[config.mk]
export PLATFORM = sky130hd
export DESIGN_NAME = cop_trap_arbiter
export DESIGN_NICKNAME = d
export VERILOG_FILES = /design/src/rtl/cop_trap_pkg.sv /design/src/rtl/cop_avail_chk.sv /design/src/rtl/cop_limit_chk.sv /design/src/rtl/cop_trap_arbiter.sv
export SDC_FILE = /design/constraint.sdc
export NUM_CORES = 1
export LEC_CHECK = 0
export BUFFER_PORTS_ARGS = -buffer_cell sky130_fd_sc_hd__buf_2
export CORE_UTILIZATION = 35
export CTS_CLUSTER_DIAMETER = 120
export CTS_CLUSTER_SIZE = 8
export DETAILED_ROUTE_END_ITERATION = 8
export GPL_TIMING_DRIVEN = 0
export PLACE_DENSITY = 0.66
export SYNTH_ARGS = -nofsm -noshare
export SYNTH_HDL_FRONTEND = slang
export SYNTH_SLANG_ARGS = --single-unit
[constraint.sdc]
create_clock -name clk -period 4.85 [get_ports clk]
set_input_delay 0.7275 -clock clk [delete_from_list [all_inputs] [get_ports clk]]
set_output_delay 0.7275 -clock clk [all_outputs]
set_load 0.01 [all_outputs]
[src/rtl/cop_trap_pkg.sv]
package cop_trap_pkg;

    typedef enum logic {
        KIND_ESC  = 1'b0,
        KIND_WAIT = 1'b1
    } ins_kind_e;

    typedef enum logic [2:0] {
        VD_PROCEED = 3'd0,
        VD_NOCOP   = 3'd1,
        VD_COPERR  = 3'd2,
        VD_START   = 3'd3,
        VD_TAIL    = 3'd4
    } verdict_e;

    localparam logic [7:0] VEC_NOCOP  = 8'd7;
    localparam logic [7:0] VEC_TAIL   = 8'd9;
    localparam logic [7:0] VEC_START  = 8'd13;
    localparam logic [7:0] VEC_COPERR = 8'd16;

    typedef struct packed {
        logic       trap;
        logic       go;
        logic [7:0] vec;
    } answer_t;

    function automatic logic [7:0] vec_of(verdict_e v);
        case (v)
            VD_NOCOP:  return VEC_NOCOP;
            VD_COPERR: return VEC_COPERR;
            VD_START:  return VEC_START;
            VD_TAIL:   return VEC_TAIL;
            default:   return 8'd0;
        endcase
    endfunction

endpackage

[src/rtl/cop_avail_chk.sv]
module cop_avail_chk
    import cop_trap_pkg::*;
(
    input  ins_kind_e kind,
    input  logic      ts,
    input  logic      em,
    input  logic      err,
    output logic      nocop,
    output logic      err_hit
);
    always_comb begin
        if (kind == KIND_ESC) nocop = ts | em;
        else                  nocop = ts;
        err_hit = err;
    end
endmodule

[src/rtl/cop_limit_chk.sv]
module cop_limit_chk #(
    parameter int AW = 16,
    parameter int SW = 4
) (
    input  logic          en,
    input  logic [AW-1:0] off,
    input  logic [SW-1:0] span,
    input  logic [AW-1:0] lim,
    output logic          start_bad,
    output logic          tail_bad
);
    localparam int EW = AW + 1;

    logic [EW-1:0] last_byte;

    always_comb begin
        last_byte = {1'b0, off} + EW'(span);
        start_bad = en && (off > lim);
        tail_bad  = en && !(off > lim) &&
                    (last_byte[AW] || (last_byte[AW-1:0] > lim));
    end
endmodule

[src/rtl/cop_trap_arbiter.sv]
module cop_trap_arbiter
    import cop_trap_pkg::*;
#(
    parameter int AW = 16,
    parameter int SW = 4
) (
    input  logic          clk,
    input  logic          rst,
    input  logic          req_valid,
    input  logic          req_kind,
    input  logic          msw_ts,
    input  logic          msw_em,
    input  logic          cop_err,
    input  logic          opnd_en,
    input  logic [AW-1:0] opnd_off,
    input  logic [SW-1:0] opnd_span,
    input  logic [AW-1:0] seg_lim,
    output logic          trap_valid,
    output logic [7:0]    trap_vec,
    output logic          go_valid
);
    ins_kind_e kind;
    logic      nocop, err_hit, start_bad, tail_bad, lim_en;
    verdict_e  verdict;
    answer_t   ans_q;

    assign kind   = ins_kind_e'(req_kind);
    assign lim_en = opnd_en && (kind == KIND_ESC);

    cop_avail_chk u_avail (
        .kind    (kind),
        .ts      (msw_ts),
        .em      (msw_em),
        .err     (cop_err),
        .nocop   (nocop),
        .err_hit (err_hit)
    );

    cop_limit_chk #(.AW(AW), .SW(SW)) u_limit (
        .en        (lim_en),
        .off       (opnd_off),
        .span      (opnd_span),
        .lim       (seg_lim),
        .start_bad (start_bad),
        .tail_bad  (tail_bad)
    );

    always_comb begin
        if      (nocop)     verdict = VD_NOCOP;
        else if (err_hit)   verdict = VD_COPERR;
        else if (start_bad) verdict = VD_START;
        else if (tail_bad)  verdict = VD_TAIL;
        else                verdict = VD_PROCEED;
    end

    always_ff @(posedge clk) begin
        if (rst) begin
            ans_q <= '0;
        end else begin
            ans_q.trap <= req_valid && (verdict != VD_PROCEED);
            ans_q.go   <= req_valid && (verdict == VD_PROCEED);
            ans_q.vec  <= req_valid ? vec_of(verdict) : 8'd0;
        end
    end

    assign trap_valid = ans_q.trap;
    assign go_valid   = ans_q.go;
    assign trap_vec   = ans_q.vec;


    excl_strobe_chk: assert property (@(posedge clk) disable iff (rst)
        !(trap_valid && go_valid));

    one_answer_chk: assert property (@(posedge clk) disable iff (rst)
        req_valid |=> (trap_valid || go_valid));

    no_spurious_chk: assert property (@(posedge clk) disable iff (rst)
        !req_valid |=> (!trap_valid && !go_valid));

    esc_nocop_chk: assert property (@(posedge clk) disable iff (rst)
        (req_valid && !req_kind && (msw_ts || msw_em))
        |=> (trap_valid && trap_vec == 8'd7));

    wait_ts_chk: assert property (@(posedge clk) disable iff (rst)
        (req_valid && req_kind && msw_ts) |=> (trap_valid && trap_vec == 8'd7));

    coperr_chk: assert property (@(posedge clk) disable iff (rst)
        (req_valid && cop_err && !msw_ts && (req_kind || !msw_em))
        |=> (trap_valid && trap_vec == 8'd16));

    wait_nolimit_chk: assert property (@(posedge clk) disable iff (rst)
        (req_valid && req_kind && !msw_ts && !cop_err) |=> go_valid);
endmodule

==> results.rst, run 1 <==
.. list-table::
   :header-rows: 1

   * - Metric
     - Value
   * - Starting density of the core
     - 0.3717
   * - Slowest Stage Delay on Critical Path
     - ~0.53 ns
   * - Worst-case vdd ir drop
     - roughly 0.042 mV
   * - Fraction of synthesis flops using an asynchronous set or reset pin
     - 0
   * - Per-cell via count in the routed design
     - 4.964
   * - Crit path capture type
     - flop
   * - Total congestion overflow
     - 0
   * - Via count of the first global-routing pass
     - 1252
   * - Yosys warning total
     - 0
   * - Required time of the critical path
     - around 5.0 ns
   * - Cell with the most instances after synthesis
     - ha_1
   * - Summed negative setup slack over all endpoints
     - 0 ns
   * - Sequential area share after synthesis
     - 0.1007
   * - Maximum clock rate
     - around 230 MHz
   * - Cell area after technology mapping
     - approximately 1400 sq um
   * - Initial antenna violation count
     - 0
   * - Clock slew seen by the registers of the worst setup and hold paths
     - around 0.04 ns
   * - Core ar.
     - roughly 3700 sq um
   * - Post-route DRC
     - 0
   * - Final Wtd Congestion
     - 0.7999
   * - Post-DP HPWL
     - between 2000 and 3000 um
   * - Per-instance average area after synthesis
     - between 7 and 8 sq um
   * - GRT Resource Usage Total
     - 0.1485
   * - First drt pass iteration count
     - 4
   * - Number of antenna cells inserted
     - 0
   * - Cts hold-fix bufs
     - 0
   * - Clock tree from TritonCTS
     - built
   * - Max-slew violation total from the final report
     - 0
   * - Fraction of post-synthesis cell area in the top cell type by area
     - 0.3237
   * - Maximum number of pins on one net before global-route repair
     - 7
   * - DP Area
     - 1709 sq um
   * - Clock sink count
     - 7
   * - Std cell rows
     - 22
   * - Area enclosed by the die boundary
     - approximately 4200 sq um
   * - Startpoint type of the worst setup path
     - input port
   * - Crit-path max FO
     - 5
   * - Most instantiated flip-flop cell in the synthesis netlist
     - dfxtp_1
   * - Worst slack at placement
     - between 0.3 and 0.4 ns
   * - Critical Setup Path Class
     - input port to flop
   * - Growth of design area from synthesis to finish
     - 26.08%
   * - Main combinational cell family by area after synthesis
     - adder cells
   * - Root buffer cell
     - clkbuf_8
   * - Synthesized instance count
     - 176
   * - Total placed cells including tap cells
     - roughly 280
   * - Cell types with the largest area share after synthesis
     - ha_1, dfxtp_1, inv_1
   * - Class of the tightest hold or removal check
     - input port to flop
   * - Arithmetic-cell share of the synthesized area counting full adders, half adders and majority gates
     - 0.3381
   * - Routed wire length per instance
     - 10.69 um
   * - Setup repair after global routing missed its margin
     - no
   * - Data arrival time of the worst path
     - approximately 4.4 ns
   * - Number of filler cells placed in the layout
     - approximately 420
   * - Minimum setup slack in the final design
     - slightly below 0.6 ns
   * - Number of flops mapped to enable cells by yosys
     - 0
   * - Cell chain of the critical path
     - buf_2 -> ha_1 -> inv_1 -> fa_1 -> inv_1 -> a21oi_1 -> o21bai_1 -> nor2b_1 -> nand3_1 -> xnor2_1 -> ha_1 -> nand4_1 -> nor4_1 -> a21boi_0 -> o31a_1 -> a31oi_4 -> o2111a_1
   * - Top-Level Pins
     - 54
   * - Unique cell type count in the Yosys netlist
     - 37
   * - Total clock buffers created by CTS
     - 3
   * - Filler-free cell count of the finished design
     - between 200 and 300
   * - Final setup viols
     - 0
   * - Vias
     - around 1400
   * - XOR/XNOR share of the synthesized area
     - 0.08813
   * - Power per Cell Area
     - ~160 nW/um^2
   * - Area fraction in compound gates after synthesis
     - 0.1844
   * - Input/output buffers
     - 50
   * - Total number of H-tree levels
     - 1
   * - Count of instances resized after the clock tree is built
     - 0
   * - Iteration-0 DRC count of the detailed router
     - 37
   * - Final worst path period share
     - 0.8810
   * - Overall die height
     - approximately 65 um
   * - Global-route wire length before repair
     - between 5000 and 6000 um
   * - Slew HR
     - 0.6165
   * - Result of the run
     - finished clean
   * - Top cell types by occurrence after synthesis
     - ha_1, inv_1, a21oi_1, xnor2_1, nand4_1
   * - Max cap viols
     - 0
   * - Transition time at the pin with the least slew margin
     - 0.5741 ns
   * - Die boundary width
     - 65.05 um
   * - Static leakage
     - between 0.9 and 1 nW
   * - Final cell area excluding filler cells
     - 1754 sq um
   * - Min Tclk post-route
     - about 4.3 ns
   * - Fraction of final layout cells sized beyond drive strength 1
     - 0.2500
   * - Maximum count of clock buffers along a single path
     - 2
   * - CP max stage cell
     - nor2b_1
   * - Antenna violation net count after detailed routing
     - 0
   * - WL final
     - 2993 um
   * - Post-layout nets
     - 314
   * - Share of the core filled with cells in the final layout
     - 0.4686
   * - Simple-gate share of the synthesized area
     - 0.1915
   * - Post-synthesis register bit count
     - 7
   * - Cell type with the highest aggregate area in the netlist
     - ha_1
   * - Post-CTS Setup Bufs
     - 0
   * - Hold violation count in the final report
     - 0
   * - Proportion of synthesized area in mux cells
     - 0
critical path, delay by kind of cell:
family	cells	cell delay, ns
fa+ha+maj	3	0.87
buf+inv	3	0.22
simple gates	4	1.31
compound gates	6	1.09
xor+xnor	1	0.16
per-stage QoR:
stage                     hold WS, ns  power (mW)
after CTS                      0.7512      0.2783
after global routing           0.7680      0.3010
after detailed placement       0.9906      0.1938
final                          0.7565      0.2733
after floorplan                0.8734      0.1493
after global placement         0.9941      0.1911
cells by family after synthesis:
group,count (synthesis)
compound gates,36
xor+xnor,14
fa+ha+maj,37
buf+inv,32
flops,7
other cells,1
simple gates,49
area by class of cell:
type	instances	area, sq um	area share
Tap cell	48	60.06	0.03424
Multi-Input combinational cell	139	1127	0.6427
Inverter	29	108.9	0.06205
Sequential cell	7	140.1	0.07989
Timing Repair Buffer	50	250.2	0.1427
Clock buffer	4	45.04	0.02568
Buffer	3	22.52	0.01284
final timing paths:
path | start | slack [ns] | to | cells after the start
setup / recovery | opnd_off[0] | 0.58 | go_valid$_SDFF_PP0_ | 17
hold / removal | cop_err | 0.76 | trap_vec[4]$_SDFF_PP0_ | 2
power by group:
part | switching (mW) | internal (mW) | leakage [nW]
combinational | 0.0690 | 0.0628 | 0.889
clock | 0.0242 | 0.0568 | 0.0228
sequential | 0.000414 | 0.0602 | 0.0573
total | 0.0936 | 0.180 | 0.969
layout by cell type (no fill, tap or decap):
| master | instances |
|---|---|
| conb_1 | 3 |
| o21ai_0 | 3 |
| xnor2_1 | 10 |
| a31oi_4 | 1 |
| nor2_1 | 5 |
| nand4_1 | 9 |
| and2_0 | 1 |
| and3_1 | 2 |
| nand3_1 | 7 |
| o31ai_1 | 1 |
| clkbuf_1 | 1 |
| a21o_1 | 5 |
| and3_2 | 1 |
| o2111a_1 | 1 |
| nand2_1 | 8 |
| buf_4 | 3 |
| or3_1 | 1 |
| o221ai_1 | 1 |
| a221oi_1 | 2 |
| nand2b_1 | 2 |
| a21boi_0 | 1 |
| nor4_1 | 2 |
| dfxtp_1 | 7 |
| nor3_1 | 2 |
| buf_2 | 50 |
| inv_1 | 29 |
| a2111o_1 | 1 |
| a31oi_1 | 2 |
| nor2b_1 | 6 |
| o21bai_1 | 2 |
| o31a_1 | 1 |
| a211oi_1 | 1 |
| and2_1 | 2 |
| and4_1 | 1 |
| xor2_1 | 4 |
| clkbuf_8 | 3 |
| ha_1 | 36 |
| a41o_1 | 1 |
| a21oi_1 | 13 |
| fa_1 | 1 |
sequential cells by signal, indices dropped and copies added (netlist names):
signal and count:
trap_vec 5, trap_valid 1, go_valid 1
layer usage:
layer / track usage / part of all wire / vias up
li1: - / - / 735
met1: 0.1796 / 0.47 / 613
met2: 0.2708 / 0.47 / 40
met3: 0.01408 / 0.055 / 2
met4: 0.04891 / 0.0060 / 0
met5: 0 / 0 / -
No activity file was read; power rests on OpenSTA's default activity.
==> run 2, diff against run 1 <==
CORE_ASPECT_RATIO = 0.5   (was unset)
clock period = 5.5 ns   (was 4.85 ns; I/O delays follow)
==> results.rst, run 2 (synthesized netlist as in run 1, its figures left out) <==
.. list-table::
   :header-rows: 1

   * - Metric
     - Value
   * - Starting density of the core
     - 0.3841 (+0.01245)
   * - Via count of the first global-routing pass
     - 1320 (+5.4%)
   * - Top-Level Pins
     - 54 (unchanged)
   * - Power per Cell Area
     - 137.8 nW/um^2 (-12%)
   * - Maximum clock rate
     - about 230 MHz
   * - Critical Setup Path Class
     - input port to flop
   * - Core ar.
     - 3622 sq um (-3.2%)
   * - Sequential share of power
     - 0.221 (about the same)
   * - Clock sink count
     - 7 (unchanged)
   * - Net Sw Frac
     - 0.3446 (+0.002152)
   * - Total number of H-tree levels
     - 1 (unchanged)
   * - Growth of design area from synthesis to finish
     - 26.35%
   * - Post-route DRC
     - 0 (unchanged)
   * - Met2 usage
     - 0.3303 (+0.05947)
   * - Max-slew violation total from the final report
     - 0 (unchanged)
   * - Static leakage
     - 0.9686 nW (unchanged)
   * - GRT Resource Usage Total
     - 0.1577 (+0.009259)
   * - Commonest cells after routing, fill and taps aside
     - buf_2, ha_1, inv_1, a21oi_1, xnor2_1
   * - Iteration-0 DRC count of the detailed router
     - 18 (-51%)
   * - Internal power component
     - 158.7 uW (-12%)
   * - Total congestion overflow
     - 0 (unchanged)
   * - DP Area
     - 1713 sq um (+0.22%)
   * - First drt pass iteration count
     - 4 (unchanged)
   * - Std cell rows
     - 15 (-32%)
   * - Input/output buffers
     - 50 (unchanged)
   * - Psw
     - 83.44 uW (-11%)
   * - Overall die height
     - 46.59 um (-28%)
   * - Slew HR
     - 0.6236 (+0.007059)
   * - Worst slack at placement
     - 0.8792 ns (+0.5301 ns)
   * - Crit path capture type
     - flop
   * - GRT met3 Usage
     - 0.009901 (-0.004184)
   * - Hold violation count in the final report
     - 0 (unchanged)
   * - Worst-case vdd ir drop
     - 0.04736 mV (+12%)
   * - Die boundary width
     - 91.17 um (+40%)
   * - Post-CTS Setup Bufs
     - 0 (unchanged)
   * - Global Route met1 Usage
     - 0.1834 (+0.003776)
   * - Vias
     - 1395 (+0.36%)
   * - Data arrival time of the worst path
     - 4.46 ns (+0.08 ns)
   * - Number of filler cells placed in the layout
     - 359 (-14%)
   * - Final Wtd Congestion
     - 0.7716 (-3.5%)
   * - Post-layout nets
     - 314 (unchanged)
   * - Required time of the critical path
     - 5.61 ns (+0.65 ns)
   * - Crit-path max FO
     - 5 (unchanged)
   * - Setup repair after global routing missed its margin
     - no
   * - WL final
     - 3269 um (+9.2%)
   * - Antenna violation net count after detailed routing
     - 0 (unchanged)
   * - Initial antenna violation count
     - 0 (unchanged)
   * - Clock share of power
     - 0.289 (-0.007)
   * - Summed negative setup slack over all endpoints
     - 0 ns (unchanged)
   * - Global-route wire length before repair
     - 5340 um (+5.9%)
   * - Final setup viols
     - 0 (unchanged)
   * - Min Tclk post-route
     - 4.355 ns
   * - Final cell area excluding filler cells
     - 1758 sq um (+0.21%)
   * - Cts hold-fix bufs
     - 0 (unchanged)
   * - Result of the run
     - finished clean
   * - Max cap viols
     - 0 (unchanged)
   * - Hold slack
     - 0.8730 ns (+0.1166 ns)
   * - Routed wire length per instance
     - 11.55 um (+8.1%)
   * - Post-DP HPWL
     - 2877 um (+8.2%)
   * - Final worst path period share
     - 0.7918
   * - Total clock buffers created by CTS
     - 3 (unchanged)
   * - Per-cell via count in the routed design
     - 4.929 (-0.70%)
   * - Root buffer cell
     - clkbuf_8
   * - Area enclosed by the die boundary
     - 4247 sq um (+0.36%)
   * - Clock slew seen by the registers of the worst setup and hold paths
     - 0.04 ns (about the same)
   * - Class of the tightest hold or removal check
     - input port to flop
   * - Transition time at the pin with the least slew margin
     - 0.5635 ns (-0.01057 ns)
   * - Startpoint type of the worst setup path
     - input port
   * - Count of instances resized after the clock tree is built
     - 0 (unchanged)
   * - Most common library cell in the layout ignoring fill and taps
     - buf_2
   * - Global routing's busiest layer
     - met2
   * - Fraction of final layout cells sized beyond drive strength 1
     - 0.2500 (unchanged)
   * - Number of antenna cells inserted
     - 0 (unchanged)
   * - Clock tree from TritonCTS
     - built
   * - Maximum count of clock buffers along a single path
     - 2 (unchanged)
   * - Combinational group share of total power
     - 0.490 (+0.008)
   * - Maximum number of pins on one net before global-route repair
     - 7 (unchanged)
   * - Flip-flop count of the largest register, all copies and words added
     - 5 (unchanged)
   * - Minimum setup slack in the final design
     - 1.145 ns (+0.5679 ns)
## run 2: critical path: stages
cell,delay [ns]
buf_2,0.09
ha_1,0.15
inv_1,0.06
fa_1,0.41
inv_1,0.07
a21oi_1,0.06
o21bai_1,0.25
nor2b_1,0.52
nand3_1,0.17
xnor2_1,0.17
ha_1,0.30
nand4_1,0.19
nor4_1,0.42
a21boi_0,0.22
o31a_1,0.21
a31oi_4,0.06
o2111a_1,0.27
## run 2: final timing paths
check	slack (ns)	start	end	cells past startpoint
min	0.87	cop_err	trap_vec[4]$_SDFF_PP0_	2
max	1.15	opnd_off[0]	go_valid$_SDFF_PP0_	17
## run 2: power by group through the flow
stage	clock, mW	sequential (mW)	combinational, mW
6_report	0.0700	0.0534	0.119
3_5_place_dp	0	0.0543	0.118
2_1_floorplan	0	0.0555	0.0762
5_1_grt	0.0745	0.0536	0.136
4_1_cts	0.0725	0.0534	0.119
3_3_place_gp	0	0.0542	0.113
## run 2: metal layers
| layer | vias up | part of all wire | wire (um) |
|---|---|---|---|
| met1 | 630 | 0.49 | 1597 |
| met5 | - | 0 | 0 |
| met3 | 0 | 0.035 | 115 |
| li1 | 736 | - | - |
| met2 | 29 | 0.48 | 1556 |
| met4 | 0 | 0 | 0 |
## run 2: through the flow
step,power (mW),cells,util
global placement,0.1677,279,0.4729
detailed placement,0.1719,279,0.4729
finish,0.2422,283,0.4853
floorplan,0.1316,178,-
global route,0.2643,283,0.4853
CTS,0.2446,283,0.4853
## run 2: cell type report
cell class | count | area (sq um) | share of cell area
inverter | 29 | 108.9 | 0.06192
clock buffer | 4 | 45.04 | 0.02562
timing repair buffer | 50 | 250.2 | 0.1423
multi-input combinational | 139 | 1127 | 0.6413
tap | 51 | 63.81 | 0.03630
sequential | 7 | 140.1 | 0.07971
buffer | 3 | 22.52 | 0.01281
==> run 3, diff against run 2 <==
clock period = 4.4 ns   (was 5.5 ns; I/O delays follow)
==> results.rst, run 3 (synthesized netlist as in run 1, its figures left out) <==
.. list-table::
   :header-rows: 1

   * - Metric
     - Value
   * - Min Tclk post-route
     - roughly 4.0 ns
   * - Number of filler cells placed in the layout
     - 358 (-0.28%)
   * - Max cap viols
     - 0 (unchanged)
   * - Clock slew seen by the registers of the worst setup and hold paths
     - 0.04 ns (about the same)
   * - Commonest cells after routing, fill and taps aside
     - buf_2, ha_1, inv_1, a21oi_1, xnor2_1
   * - Vias
     - 1394 (-0.072%)
   * - Filler-free cell count of the finished design
     - 283 (unchanged)
   * - Global-route wire length before repair
     - 5340 um (unchanged)
   * - Power per Cell Area
     - 172.0 nW/um^2 (+25%)
   * - WL final
     - 3250 um (-0.58%)
   * - Count of cell instances traversed by the critical path
     - 17 (unchanged)
   * - Per-cell via count in the routed design
     - 4.926 (about the same)
   * - Slowest Stage Delay on Critical Path
     - 0.41 ns (-0.11 ns)
   * - Routed wire length per instance
     - 11.48 um (-0.58%)
   * - Root buffer cell
     - clkbuf_8
   * - GRT Resource Usage Total
     - 0.1577 (unchanged)
   * - Required time of the critical path
     - 4.51 ns (-1.10 ns)
   * - Growth of design area from synthesis to finish
     - 26.53%
   * - Crit-path max FO
     - 5 (unchanged)
   * - Antenna violation net count after detailed routing
     - 0 (unchanged)
   * - Total congestion overflow
     - 0 (unchanged)
   * - Total number of H-tree levels
     - 1 (unchanged)
   * - Data arrival time of the worst path
     - 4.10 ns (-0.36 ns)
   * - Number of buffers and inverters on the critical path
     - 3 (unchanged)
   * - Area enclosed by the die boundary
     - 4247 sq um (unchanged)
   * - First drt pass iteration count
     - 4 (unchanged)
   * - Post-route DRC
     - 0 (unchanged)
   * - Overall die height
     - 46.59 um (unchanged)
   * - Kind of cell with the highest combined delay on the critical path
     - simple AND/OR/NAND/NOR gates
   * - Final setup viols
     - 0 (unchanged)
   * - Starting density of the core
     - 0.3841 (unchanged)
   * - CP max stage cell
     - fa_1
   * - Maximum clock rate
     - roughly 250 MHz
   * - Static leakage
     - 0.9693 nW (about the same)
   * - Min-Delay Startpoint
     - cop_err
   * - Crit path capture type
     - flop
   * - First element of the critical path
     - opnd_off[0]
   * - Critical Setup Path Class
     - input port to flop
   * - Core ar.
     - 3622 sq um (unchanged)
   * - Initial antenna violation count
     - 0 (unchanged)
   * - Maximum count of clock buffers along a single path
     - 2 (unchanged)
   * - Total clock buffers created by CTS
     - 3 (unchanged)
   * - Post-DP HPWL
     - 2877 um (unchanged)
   * - Result of the run
     - finished clean
   * - Iteration-0 DRC count of the detailed router
     - 19 (+1)
   * - Flip-flop count of the largest register, all copies and words added
     - 5 (unchanged)
   * - Die boundary width
     - 91.17 um (unchanged)
   * - Fraction of final layout cells sized beyond drive strength 1
     - 0.2543 (+0.004310)
   * - Most common library cell in the layout ignoring fill and taps
     - buf_2
   * - Clock sink count
     - 7 (unchanged)
   * - Clock tree from TritonCTS
     - built
   * - Via count of the first global-routing pass
     - 1320 (unchanged)
   * - Number of antenna cells inserted
     - 0 (unchanged)
   * - Worst slack at placement
     - -0.05577 ns (-0.9350 ns)
   * - Top-Level Pins
     - 54 (unchanged)
   * - Footprint of the flip-flops and latches
     - 140.1 sq um (unchanged)
   * - Setup repair after global routing missed its margin
     - no
   * - Class of the tightest hold or removal check
     - input port to flop
   * - Critical Path Sink
     - go_valid$_SDFF_PP0_
   * - Worst-case vdd ir drop
     - 0.05920 mV (+25%)
   * - Cell depth of the worst hold path
     - 2 (unchanged)
   * - Input/output buffers
     - 50 (unchanged)
   * - Final worst path period share
     - 0.9065
   * - Max-slew violation total from the final report
     - 0 (unchanged)
   * - Total placed cells including tap cells
     - 279 (unchanged)
   * - Minimum setup slack in the final design
     - 0.4115 ns (-0.7336 ns)
   * - Hold violation count in the final report
     - 0 (unchanged)
   * - Maximum number of pins on one net before global-route repair
     - 7 (unchanged)
   * - Cell chain of the critical path
     - buf_2 -> ha_1 -> inv_1 -> fa_1 -> inv_1 -> a21oi_1 -> o21bai_1 -> nor2b_2 -> nand3_1 -> xnor2_1 -> ha_1 -> nand4_1 -> nor4_1 -> a21boi_0 -> o31a_1 -> a31oi_4 -> o2111a_1
   * - Startpoint type of the worst setup path
     - input port
   * - Total area of multi-input combinational cells
     - 1130 sq um (+0.22%)
   * - Post-layout nets
     - 314 (unchanged)
   * - Std cell rows
     - 15 (unchanged)
   * - Final Wtd Congestion
     - 0.7716 (unchanged)
[run 3: cell counts in the layout (fill, tap and decap cells not counted)]
No cell type changed its count.
[run 3: report_power, final]
group / switching (mW) / total [mW] / internal (mW) / leakage [nW]
logic: 0.0787 / 0.149 / 0.0698 / 0.889
registers: 0.000484 / 0.0668 / 0.0663 / 0.0573
clock network: 0.0251 / 0.0875 / 0.0624 / 0.0228
[run 3: cell type report]
type / count / share of cell area
plain buffers: 3 / 0.01279
clock buffers: 4 / 0.02559
inverters: 29 / 0.06183
multi-input cells: 139 / 0.6418
flip-flops and latches: 7 / 0.07960
well taps: 51 / 0.03625
repair buffers: 50 / 0.1421
[run 3: what timing repair did]
| action | CTS | global route |
|---|---|---|
| endpoints found under the setup margin | 0 | 4 |
| gates resized for setup | 0 | 1 |
| setup buffers | 0 | 0 |
| hold buffers | 0 | 0 |
[run 3: worst min path at each step]
stage,slack [ns],endpoint
3_3_place_gp,0.92,trap_vec[4]$_SDFF_PP0_
4_1_cts,0.71,trap_vec[4]$_SDFF_PP0_
6_report,0.71,trap_vec[4]$_SDFF_PP0_
2_1_floorplan,0.81,trap_vec[4]$_SDFF_PP0_
5_1_grt,0.72,trap_vec[4]$_SDFF_PP0_
3_5_place_dp,0.94,trap_vec[4]$_SDFF_PP0_
[run 3: layer usage]
| layer | GRT usage | part of all wire | up-vias |
|---|---|---|---|
| met3 | 0.009901 | 0.027 | 0 |
| met2 | 0.3303 | 0.48 | 23 |
| met4 | 0.03810 | 0 | 0 |
| li1 | - | - | 737 |
| met1 | 0.1834 | 0.49 | 634 |
| met5 | 0 | 0 | - |
[run 3: stage by stage]
stage	total power [mW]	cell area [sq um]	util	setup TNS [ns]	hold WS, ns
5_1_grt	0.3307	1760	0.4860	0	0.7170
6_report	0.3028	1760	0.4860	0	0.7080
3_3_place_gp	0.2097	1713	0.4729	0	0.9223
2_1_floorplan	0.1645	1399	-	0	0.8059
4_1_cts	0.3057	1758	0.4853	0	0.7056
3_5_place_dp	0.2149	1713	0.4729	-0.05577	0.9371
